<file path="config.mk">
export PLATFORM = sky130hd
export DESIGN_NAME = core_pwr_seq
export DESIGN_NICKNAME = d
export VERILOG_FILES = /design/src/rtl/core_pwr_pkg.sv /design/src/rtl/core_pwr_step_rom.sv /design/src/rtl/core_pwr_us_timer.sv /design/src/rtl/core_pwr_seq.sv
export SDC_FILE = /design/constraint.sdc
export NUM_CORES = 1
export LEC_CHECK = 0
export ABC_AREA = 1
export CAP_MARGIN = 20
export CORE_ASPECT_RATIO = 0.5
export CORE_MARGIN = 5
export CORE_UTILIZATION = 30
export CTS_CLUSTER_DIAMETER = 200
export CTS_CLUSTER_SIZE = 24
export DETAILED_ROUTE_END_ITERATION = 8
export DONT_BUFFER_PORTS = 1
export MAX_ROUTING_LAYER = met4
export PLACE_DENSITY_LB_ADDON = 0.3
export SYNTH_ARGS = -nofsm -noshare
export SYNTH_HDL_FRONTEND = slang
export SYNTH_SLANG_ARGS = --single-unit
</file>
<file path="constraint.sdc">
create_clock -name clk -period 2.9 [get_ports clk]
set_clock_uncertainty 0.1 [all_clocks]
set_input_delay 0.58 -clock clk [delete_from_list [all_inputs] [get_ports clk]]
set_output_delay 0.58 -clock clk [all_outputs]
set_load 0.02 [all_outputs]
</file>
<file path="src/rtl/core_pwr_pkg.sv">
// core_pwr_pkg: shared types and the fixed unclamp step table.
// Assumes the step index is below NSTEPS; other indexes return the final step.
package core_pwr_pkg;

    localparam int NSTEPS      = 10;
    localparam int IDX_W       = $clog2(NSTEPS);
    localparam int MAX_WAIT_US = 2;
    localparam logic [31:0] GATE_ON = 32'h1000_0001;
    localparam logic [31:0] CORE_UP = 32'h0000_0288;

    typedef enum logic [2:0] {
        ST_IDLE, ST_WAIT, ST_STEP, ST_HOLD, ST_REL
    } seq_state_e;

    typedef struct packed {
        logic [31:0] core_val;
        logic        gate_we;
        logic [3:0]  wait_us;
    } step_t;

    // Returns the control value, the gate write flag and the wait for one step.
    function automatic step_t step_of(input logic [IDX_W-1:0] idx);
        step_t s;
        case (idx)
            4'd0:    s = '{32'h0000_0033, 1'b0, 4'd0};
            4'd1:    s = '{32'h0000_0033, 1'b1, 4'd2};
            4'd2:    s = '{32'h0000_0031, 1'b0, 4'd0};
            4'd3:    s = '{32'h0000_0039, 1'b0, 4'd2};
            4'd4:    s = '{32'h0000_0239, 1'b0, 4'd2};
            4'd5:    s = '{32'h0000_4239, 1'b0, 4'd2};
            4'd6:    s = '{32'h0000_0239, 1'b0, 4'd0};
            4'd7:    s = '{32'h0000_0238, 1'b0, 4'd2};
            4'd8:    s = '{32'h0000_0208, 1'b0, 4'd0};
            default: s = '{CORE_UP,       1'b0, 4'd0};
        endcase
        return s;
    endfunction

endpackage

</file>
<file path="src/rtl/core_pwr_step_rom.sv">
// core_pwr_step_rom: decodes a step index into the control value, the gate
// write enable and the wait length in clock cycles.
// Assumes CYC_PER_US*MAX_WAIT_US fits in CW bits.
module core_pwr_step_rom #(
    parameter int CYC_PER_US = 100,
    parameter int CW         = 8
) (
    input  logic [core_pwr_pkg::IDX_W-1:0] idx,
    output logic [31:0]                    core_val,
    output logic                           gate_we,
    output logic                           has_wait,
    output logic [CW-1:0]                  wait_cyc
);
    import core_pwr_pkg::*;

    step_t cur;

    // Combinational lookup of the current step.
    always_comb begin
        cur      = step_of(idx);
        core_val = cur.core_val;
        gate_we  = cur.gate_we;
        has_wait = (cur.wait_us != 4'd0);
        wait_cyc = CW'(32'(cur.wait_us) * 32'(CYC_PER_US));
    end
endmodule

</file>
<file path="src/rtl/core_pwr_us_timer.sv">
// core_pwr_us_timer: loadable down-counter shared by the step waits and the
// cache-ready timeout. done is high when the count is zero.
// Assumes load values are already reduced by one by the caller.
module core_pwr_us_timer #(
    parameter int CW = 8
) (
    input  logic          clk,
    input  logic          rst_n,
    input  logic          load,
    input  logic [CW-1:0] load_val,
    output logic          done
);
    logic [CW-1:0] cnt;

    // Load on request, otherwise count down to zero and stay there.
    always_ff @(posedge clk) begin
        if (!rst_n)              cnt <= '0;
        else if (load)           cnt <= load_val;
        else if (cnt != '0)      cnt <= cnt - CW'(1);
    end

    assign done = (cnt == '0);


    timer_load_chk: assert property (@(posedge clk) disable iff (!rst_n)
        load |=> (done == ($past(load_val) == '0)));
endmodule

</file>
<file path="src/rtl/core_pwr_seq.sv">
// core_pwr_seq: releases one core from power collapse. The first boot runs the
// full unclamp chain after the cache domain is ready. Later boots only pulse
// core_release. Assumes synchronous inputs; cache_fail wins over cache_ready.
module core_pwr_seq #(
    parameter int CYC_PER_US = 100,
    parameter int TMO_CYC    = 1000
) (
    input  logic        clk,
    input  logic        rst_n,
    input  logic        boot_req,
    input  logic        cache_ready,
    input  logic        cache_fail,
    output logic [31:0] core_ctl,
    output logic [31:0] gate_ctl,
    output logic        core_release,
    output logic        boot_err,
    output logic        busy,
    output logic        cold_done
);
    import core_pwr_pkg::*;

    localparam int WAIT_MAX = MAX_WAIT_US * CYC_PER_US;
    localparam int CNT_MAX  = (TMO_CYC > WAIT_MAX) ? TMO_CYC : WAIT_MAX;
    localparam int CW       = $clog2(CNT_MAX + 1);
    localparam logic [IDX_W-1:0] LAST_IDX = IDX_W'(NSTEPS - 1);

    seq_state_e       state;
    logic [IDX_W-1:0] idx;
    logic [31:0]      core_q, gate_q;
    logic             cold_q, err_q;
    logic [31:0]      rom_core;
    logic             rom_gate_we, rom_has_wait;
    logic [CW-1:0]    rom_wait;
    logic             tmr_load, tmr_done;
    logic [CW-1:0]    tmr_val;
    logic             start_wait;

    core_pwr_step_rom #(.CYC_PER_US(CYC_PER_US), .CW(CW)) u_rom (
        .idx(idx), .core_val(rom_core), .gate_we(rom_gate_we),
        .has_wait(rom_has_wait), .wait_cyc(rom_wait)
    );

    core_pwr_us_timer #(.CW(CW)) u_tmr (
        .clk(clk), .rst_n(rst_n), .load(tmr_load), .load_val(tmr_val),
        .done(tmr_done)
    );

    // Pick the timer load: a timeout on entering the wait, a step wait in STEP.
    always_comb begin
        start_wait = (state == ST_IDLE) && boot_req && !cold_q
                     && !cache_fail && !cache_ready;
        tmr_load   = start_wait || ((state == ST_STEP) && rom_has_wait);
        tmr_val    = start_wait ? CW'(TMO_CYC - 1) : (rom_wait - CW'(1));
    end

    // Main sequencing: idle, cache wait, step write, step hold, release.
    always_ff @(posedge clk) begin
        if (!rst_n) begin
            state  <= ST_IDLE;
            idx    <= '0;
            core_q <= '0;
            gate_q <= '0;
            cold_q <= 1'b0;
            err_q  <= 1'b0;
        end else begin
            err_q <= 1'b0;
            case (state)
                ST_IDLE: if (boot_req) begin
                    if (cold_q)           state <= ST_REL;
                    else if (cache_fail)  err_q <= 1'b1;
                    else if (cache_ready) begin state <= ST_STEP; idx <= '0; end
                    else                  state <= ST_WAIT;
                end
                ST_WAIT: begin
                    if (cache_fail)       begin err_q <= 1'b1; state <= ST_IDLE; end
                    else if (cache_ready) begin state <= ST_STEP; idx <= '0; end
                    else if (tmr_done)    begin err_q <= 1'b1; state <= ST_IDLE; end
                end
                ST_STEP: begin
                    core_q <= rom_core;
                    if (rom_gate_we) gate_q <= GATE_ON;
                    if (rom_has_wait)          state <= ST_HOLD;
                    else if (idx == LAST_IDX)  begin state <= ST_REL; cold_q <= 1'b1; end
                    else                       idx <= idx + IDX_W'(1);
                end
                ST_HOLD: if (tmr_done) begin
                    idx   <= idx + IDX_W'(1);
                    state <= ST_STEP;
                end
                default: state <= ST_IDLE;
            endcase
        end
    end

    assign core_ctl     = core_q;
    assign gate_ctl     = gate_q;
    assign core_release = (state == ST_REL);
    assign boot_err     = err_q;
    assign busy         = (state != ST_IDLE);
    assign cold_done    = cold_q;


    release_at_ack_chk: assert property (@(posedge clk) disable iff (!rst_n)
        core_release |-> (core_ctl == CORE_UP) && cold_done);

    release_pulse_chk: assert property (@(posedge clk) disable iff (!rst_n)
        core_release |=> !core_release);

    err_pulse_chk: assert property (@(posedge clk) disable iff (!rst_n)
        boot_err |=> !boot_err);

    err_untouched_chk: assert property (@(posedge clk) disable iff (!rst_n)
        boot_err |-> (core_ctl == '0) && (gate_ctl == '0) && !cold_done);

    gate_before_clamp_chk: assert property (@(posedge clk) disable iff (!rst_n)
        (core_ctl == 32'h31 && $past(core_ctl) != 32'h31)
        |-> ($past(core_ctl) == 32'h33) && (gate_ctl == GATE_ON));

    ready_first_chk: assert property (@(posedge clk) disable iff (!rst_n)
        ($past(core_ctl) == '0 && core_ctl != '0) |-> $past(cache_ready, 2));

    cold_sticky_chk: assert property (@(posedge clk) disable iff (!rst_n)
        cold_done |=> cold_done);
endmodule

</file>
==> summary.md, run 1 <==
| Metric | Value |
|---|---|
| First-pass GRT wire length | `7.26 mm` |
| Fillcell total | `807` |
| Final min period | `1.88 ns` |
| Top-count cell post-synth | `buf_4` |
| Synth area leader | `dfxtp_1` |
| Fin nets | `311` |
| Int Power | `1380 uW` |
| Area Overhead vs Synth | `1.16%` |
| Lkg Pwr | `0.00106 uW` |
| Root buffer cell | `clkbuf_16` |
| Syn Area/Cell | `about 7.5 sq um` |
| Hold Fails Final Rpt | `0` |
| Clock sinks | `36` |
| Number of synthesized register bits | `36` |
| Synth top area share | `31.8%` |
| GP Congestion | `between 0.8 and 0.9` |
| Area of the multi-input gates | `0.00115 sq mm` |
| Simple-Gate Fraction of Synth Area | `roughly 28%` |
| Synth Area in Compound Gates | `10.7%` |
| Status | `finished clean` |
| Fmax | `about 530 MHz` |
| Required time of the worst setup path | `roughly 2.2 ns` |
| WP data arrival | `roughly 1.2 ns` |
| Vias | `1678` |
| Highest metal used | `met4` |
| Max-slew headroom | `61.2%` |
| Commonest cells in the netlist | `buf_4 (57), nand2_1 (44), dfxtp_1 (36)` |
| Grt total ovfl | `0` |
| Crit path max fanout | `3` |
| Synthesized instance count | `301` |
| RSZ-0062 raised after global routing | `no` |
| Row count | `22` |
| Post-DP HPWL | `roughly 3.4 mm` |
| Clock buffer count from CTS | `5` |
| Ys flop type | `dfxtp_1` |
| Post-Synth XOR/XNOR Area | `1.16%` |
| Clk_lat worst skew | `between 0.2 and 0.3 ns` |
| Clk slew on worst S/H paths | `0.06 ns` |
| Post-synthesis sequential area ratio | `31.8%` |
| Reg area | `721 sq um` |
| CTS Buffer Depth | `2` |
| Met1 WL | `1.94 mm` |
| Largest family of logic cells by synthesized area | `simple AND/OR/NAND/NOR gates` |
| DIE HEIGHT | `71.4 um` |
| Post-synth ARST share | `0%` |
| Antenna violations before repair | `0` |
| Crit. End Element | `output port` |
| Comb power frac | `47.6%` |
| Setup Viol. Count Final | `0` |
| Core ar. | `0.00732 sq mm` |
| Power Density | `1120 mW/mm^2` |
| Synth Warn # | `0` |
| Pre-antenna DRT Iters | `4` |
| Power, Total | `2570 uW` |
| Worst VDD drop | `292 uV` |
| Post-Syn Area | `0.00226 sq mm` |
| Top Ports | `73` |
| Post-synth EDFFs | `0` |
| Drt wl/cell | `11.0 um` |
| GRT Util Overall | `approximately 9.7%` |
| Worst setup path class | `reg2out` |
| Number of global-route vias before repair | `between 1500 and 2000` |
| Clock share of power | `20.2%` |
| Max-slew violations | `0` |
| Worst slew pin tran | `0.579 ns` |
| Mux cell area share after synthesis | `0%` |
| Min-delay worst type | `in2reg` |
| Sequential share of power | `32.3%` |
| Sw frac | `between 40% and 50%` |
| Final worst-path cycle share | `approximately 65%` |
| Full die area | `0.00949 sq mm` |
| DR iter-0 viols | `95` |
| Setup Fix Bufs, Post-CTS | `0` |
| CP Launch Type | `flop` |
| DRC Markers | `0` |
| ANT cells | `0` |
| Antenna viol nets, final | `0` |
| Layout cells sized above 1 | `15.2%` |
| Final setup TNS | `0 ns` |
| MaxCap Viol Count | `0` |
| Vias per std cell | `4.21` |
| Post_cts resized | `0` |
| Chip width | `133 um` |
| Psw | `about 1200 uW` |
| Area share of fa/ha/maj cells after synthesis | `2.21%` |
| Routed wl met2 | `1.98 mm` |
| Port-buffer cells | `0` |
| Pin count of the biggest net entering global routing | `20` |
| Ranking of synthesized cells by area | `dfxtp_1 (32%), buf_4 (19%), nand2_1 (7.3%), inv_1 (4.5%), a21oi_1 (4.2%)` |
| Distinct cells, synth | `34` |
| CTS tree | `yes` |
| Met3 WL | `396 um` |
| Initial Utilization | `30.9%` |
| Routed wire length | `4.38 mm` |
| Hold Buf Count CTS | `0` |
| H-tree Lvls | `2` |
-- through the flow --
stage / cells / hold WS [ns] / utilization, % / instance area, sq um / worst slack [ns]
2_1_floorplan: 354 / 0.326 / - / 2460 / 1.28
3_3_place_gp: 391 / 0.333 / 29.3 / 2150 / 1.07
3_5_place_dp: 391 / 0.337 / 29.3 / 2150 / 1.06
4_1_cts: 399 / 0.336 / 31.3 / 2290 / 1.01
5_1_grt: 399 / 0.337 / 31.3 / 2290 / 0.729
6_report: 399 / 0.341 / 31.3 / 2290 / 1.02
-- registers in the layout, indices dropped and copies added, names as in the netlist --
name / count
u_rom.cur: 9
cold_done: 1
boot_err: 1
core_ctl: 7
idx: 4
gate_ctl: 1
u_tmr.cnt: 10
state: 3
-- cell usage in the layout (no fill, tap or decap), types with 2 or more instances in the layout --
master	netlist	layout
nor2_4	4	4
nand4_1	8	8
nand2_4	2	2
nand2_2	7	7
xor2_1	3	3
clkinv_2	0	2
nor3_2	2	2
inv_2	11	11
nor2_1	21	21
a31oi_1	3	3
dfxtp_1	36	36
nor2_2	2	2
clkbuf_16	0	5
inv_1	27	27
nor3_1	2	2
ha_1	4	4
nand3_1	14	14
nand2_1	44	44
a21oi_1	19	19
conb_1	1	54
o21ai_0	14	14
nand3_2	3	3
clkinv_1	2	2
nand3_4	4	4
-- path summary, 6_finish.rpt --
check / start / end / slack (ns) / depth (start not counted)
setup / recovery: state[1]$_SDFFE_PN0P_ / core_release / 1.02 / 3
setup reg to reg: idx[1]$_SDFFE_PN0N_ / u_rom.cur[5]$_SDFF_PP0_ / 1.05 / 10
hold / removal: rst_n / u_tmr.cnt[1]$_SDFFE_PN0P_ / 0.34 / 2
hold reg to reg: u_rom.cur[14]$_SDFF_PP1_ / core_ctl[9]$_SDFFE_PN0N_ / 0.34 / 2
-- worst max-delay path, cell delays in order, from the launching register on --
cell and delay, ns:
dfxtp_1 0.33, nor2_1 0.20, inv_2 0.06, nor2_1 0.33
-- area by class of cell --
cell class	instances	share of cell area, %
clock buffers	5	5.46
clock inverters	3	0.820
inverters	40	6.56
multi-input cells	219	50.4
flip-flops and latches	36	31.5
well taps	96	5.25
-- cells by family after synthesis --
logic type	count (synthesis)
AND/OR/NAND/NOR	115
buffers and inverters	99
AO/OA/AOI/OAI	43
flip-flops	36
adder cells (fa/ha/maj)	4
XOR/XNOR	3
other	1
-- routing by layer --
| layer | up-vias | GRT usage (%) |
|---|---|---|
| met1 | 745 | 11.6 |
| met3 | 7 | 2.45 |
| met4 | 0 | 4.03 |
| met5 | - | - |
| li1 | 858 | - |
| met2 | 68 | 15.7 |
-- power by group through the flow --
stage	logic, uW	clock network (uW)	registers [uW]
after CTS	1230	532	832
after global routing	1380	568	857
final	1220	518	829
after global placement	1230	0	842
after floorplan	1110	0	802
after detailed placement	1220	0	843
Power figures use the tool's default switching activity.
==> run 2: changes to the inputs <==
==> constraint.sdc (replaced) <==
create_clock -name clk -period 1.83 [get_ports clk]
set_clock_uncertainty 0.1 [all_clocks]
set_input_delay 0.366 -clock clk [delete_from_list [all_inputs] [get_ports clk]]
set_output_delay 0.366 -clock clk [all_outputs]
set_load 0.02 [all_outputs]
==> summary.md, run 2 (synthesis gave the netlist of run 1 again) <==
| Metric | Value |
|---|---|
| Antenna viol nets, final | `0 (unchanged)` |
| DR iter-0 viols | `81 (-15%)` |
| Layout cells sized above 1 | `19.7% (+4.6 points)` |
| Clock sinks | `36 (unchanged)` |
| Worst VDD drop | `628 uV (+120%)` |
| GP Congestion | `0.849 (+1.5%)` |
| Power Density | `1820 mW/mm^2 (+62%)` |
| CTS Buffer Depth | `2 (unchanged)` |
| Fin nets | `322 (+3.5%)` |
| Pin count of the biggest net entering global routing | `17 (-15%)` |
| Top Ports | `73 (unchanged)` |
| Final worst-path cycle share | `93.9%` |
| Full die area | `0.00949 sq mm (unchanged)` |
| Drt wl/cell | `10.7 um (-2.7%)` |
| Root buffer cell | `clkbuf_16` |
| Status | `finished clean` |
| Area Overhead vs Synth | `7.19%` |
| Clock buffer count from CTS | `5 (unchanged)` |
| Crit. End Element | `flop` |
| Most common cell after layout, fill and taps aside | `conb_1` |
| Max-slew violations | `0 (unchanged)` |
| Number of global-route vias before repair | `1488 (-1.7%)` |
| Port-buffer cells | `0 (unchanged)` |
| Row count | `22 (unchanged)` |
| Clk_lat worst skew | `0.28 ns (about the same)` |
| H-tree Lvls | `2 (unchanged)` |
| Max FFs per register | `10 (unchanged)` |
| Worst setup path class | `reg2reg` |
| Hold Fails Final Rpt | `0 (unchanged)` |
| Initial Utilization | `30.9% (unchanged)` |
| Vias per std cell | `4.13 (-1.7%)` |
| ANT cells | `0 (unchanged)` |
| Vias | `1695 (+1.0%)` |
| DIE HEIGHT | `71.4 um (unchanged)` |
| # placed instances | `401 (+2.6%)` |
| Core ar. | `0.00732 sq mm (unchanged)` |
| CP Launch Type | `flop` |
| Final min period | `1.72 ns` |
| DRC Markers | `0 (unchanged)` |
| GRT Util Overall | `9.54% (-0.17 points)` |
| PnR worst setup slack | `0.111 ns (-0.906 ns)` |
| Lkg Pwr | `0.00114 uW (+7.0%)` |
| Fmax | `a little under 600 MHz` |
| Grt total ovfl | `0 (unchanged)` |
| Most frequent cells in the layout | `conb_1 (54), nand2_1 (44), dfxtp_1 (36)` |
| Antenna violations before repair | `0 (unchanged)` |
| Reg with most FFs | `u_tmr.cnt` |
| First-pass GRT wire length | `7.09 mm (-2.3%)` |
| Clk slew on worst S/H paths | `0.06 ns (about the same)` |
| Post-Place Setup Slack | `0.0647 ns (-0.996 ns)` |
| Setup Viol. Count Final | `0 (unchanged)` |
| Min-delay worst type | `in2reg` |
| MaxCap Viol Count | `0 (unchanged)` |
| Pre-antenna DRT Iters | `5 (+1)` |
| Chip width | `133 um (unchanged)` |
| Routed wire length | `4.38 mm (about the same)` |
| WP data arrival | `1.84 ns (+0.64 ns)` |
| Crit path max fanout | `7 (+4)` |
| Non-filler cells in the finished layout | `410 (+2.8%)` |
| CTS tree | `yes` |
| Post-DP HPWL | `3.45 mm (about the same)` |
| Fin Hold WS | `0.121 ns (-0.220 ns)` |
| Required time of the worst setup path | `1.95 ns (-0.27 ns)` |
-- run 2: critical path: stages (launching register included) --
cell and delay, ns:
dfxtp_1 0.33, inv_1 0.08, ha_1 0.18, nand3_1 0.12
a21oi_2 0.08, nor2_4 0.19, nand3_4 0.14, nand2_2 0.10
nand3_4 0.09, inv_2 0.08, nand3_2 0.06, nor2_1 0.09
-- run 2: metrics by stage --
| stage | power (uW) | setup TNS [ns] | util [%] | cell area (sq um) |
|---|---|---|---|---|
| floorplan | 3030 | 0 | - | 2460 |
| global placement | 3390 | 0 | 30.3 | 2220 |
| detailed placement | 3380 | 0 | 30.3 | 2220 |
| CTS | 4370 | 0 | 32.6 | 2390 |
| global route | 4800 | -0.00623 | 33.1 | 2430 |
| finish | 4420 | 0 | 33.1 | 2430 |
-- run 2: cell type report --
cell class	count	area, sq um
Clock inverter	3	42.5
Fill cell	802	4900
Tap cell	96	120
Multi-Input combinational cell	219	1180
Sequential cell	36	721
Inverter	40	150
Timing Repair Buffer	11	82.6
Clock buffer	5	125
-- run 2: per-layer routing --
layer	share of wire [%]	global-route usage, %	vias to the layer above
met2	45	15.3	71
met5	0	-	-
met4	1.3	3.11	0
met3	8.7	3.16	4
met1	45	11.4	738
li1	-	-	882
-- run 2: worst paths after layout --
path | from | to | slack (ns) | cells past startpoint
min reg2reg | u_rom.cur[5]$_SDFF_PP0_ | core_ctl[0]$_SDFFE_PN0N_ | 0.34 | 2
max | idx[1]$_SDFFE_PN0N_ | u_rom.cur[19]$_SDFF_PP0_ | 0.11 | 11
max reg2reg | idx[1]$_SDFFE_PN0N_ | u_rom.cur[19]$_SDFF_PP0_ | 0.11 | 11
min | rst_n | u_tmr.cnt[0]$_SDFFE_PN0P_ | 0.12 | 2
-- run 2: power by group --
part	total, uW	internal [uW]	switching [uW]
Sequential	1300	1070	234
Clock	974	640	334
Combinational	2140	744	1400
-- run 2: repair_timing --
action / in CTS / in global routing
endpoints found under the setup margin: 0 / 11
gates resized for setup: 0 / 10
setup buffers: 0 / 1
hold buffers: 0 / 0
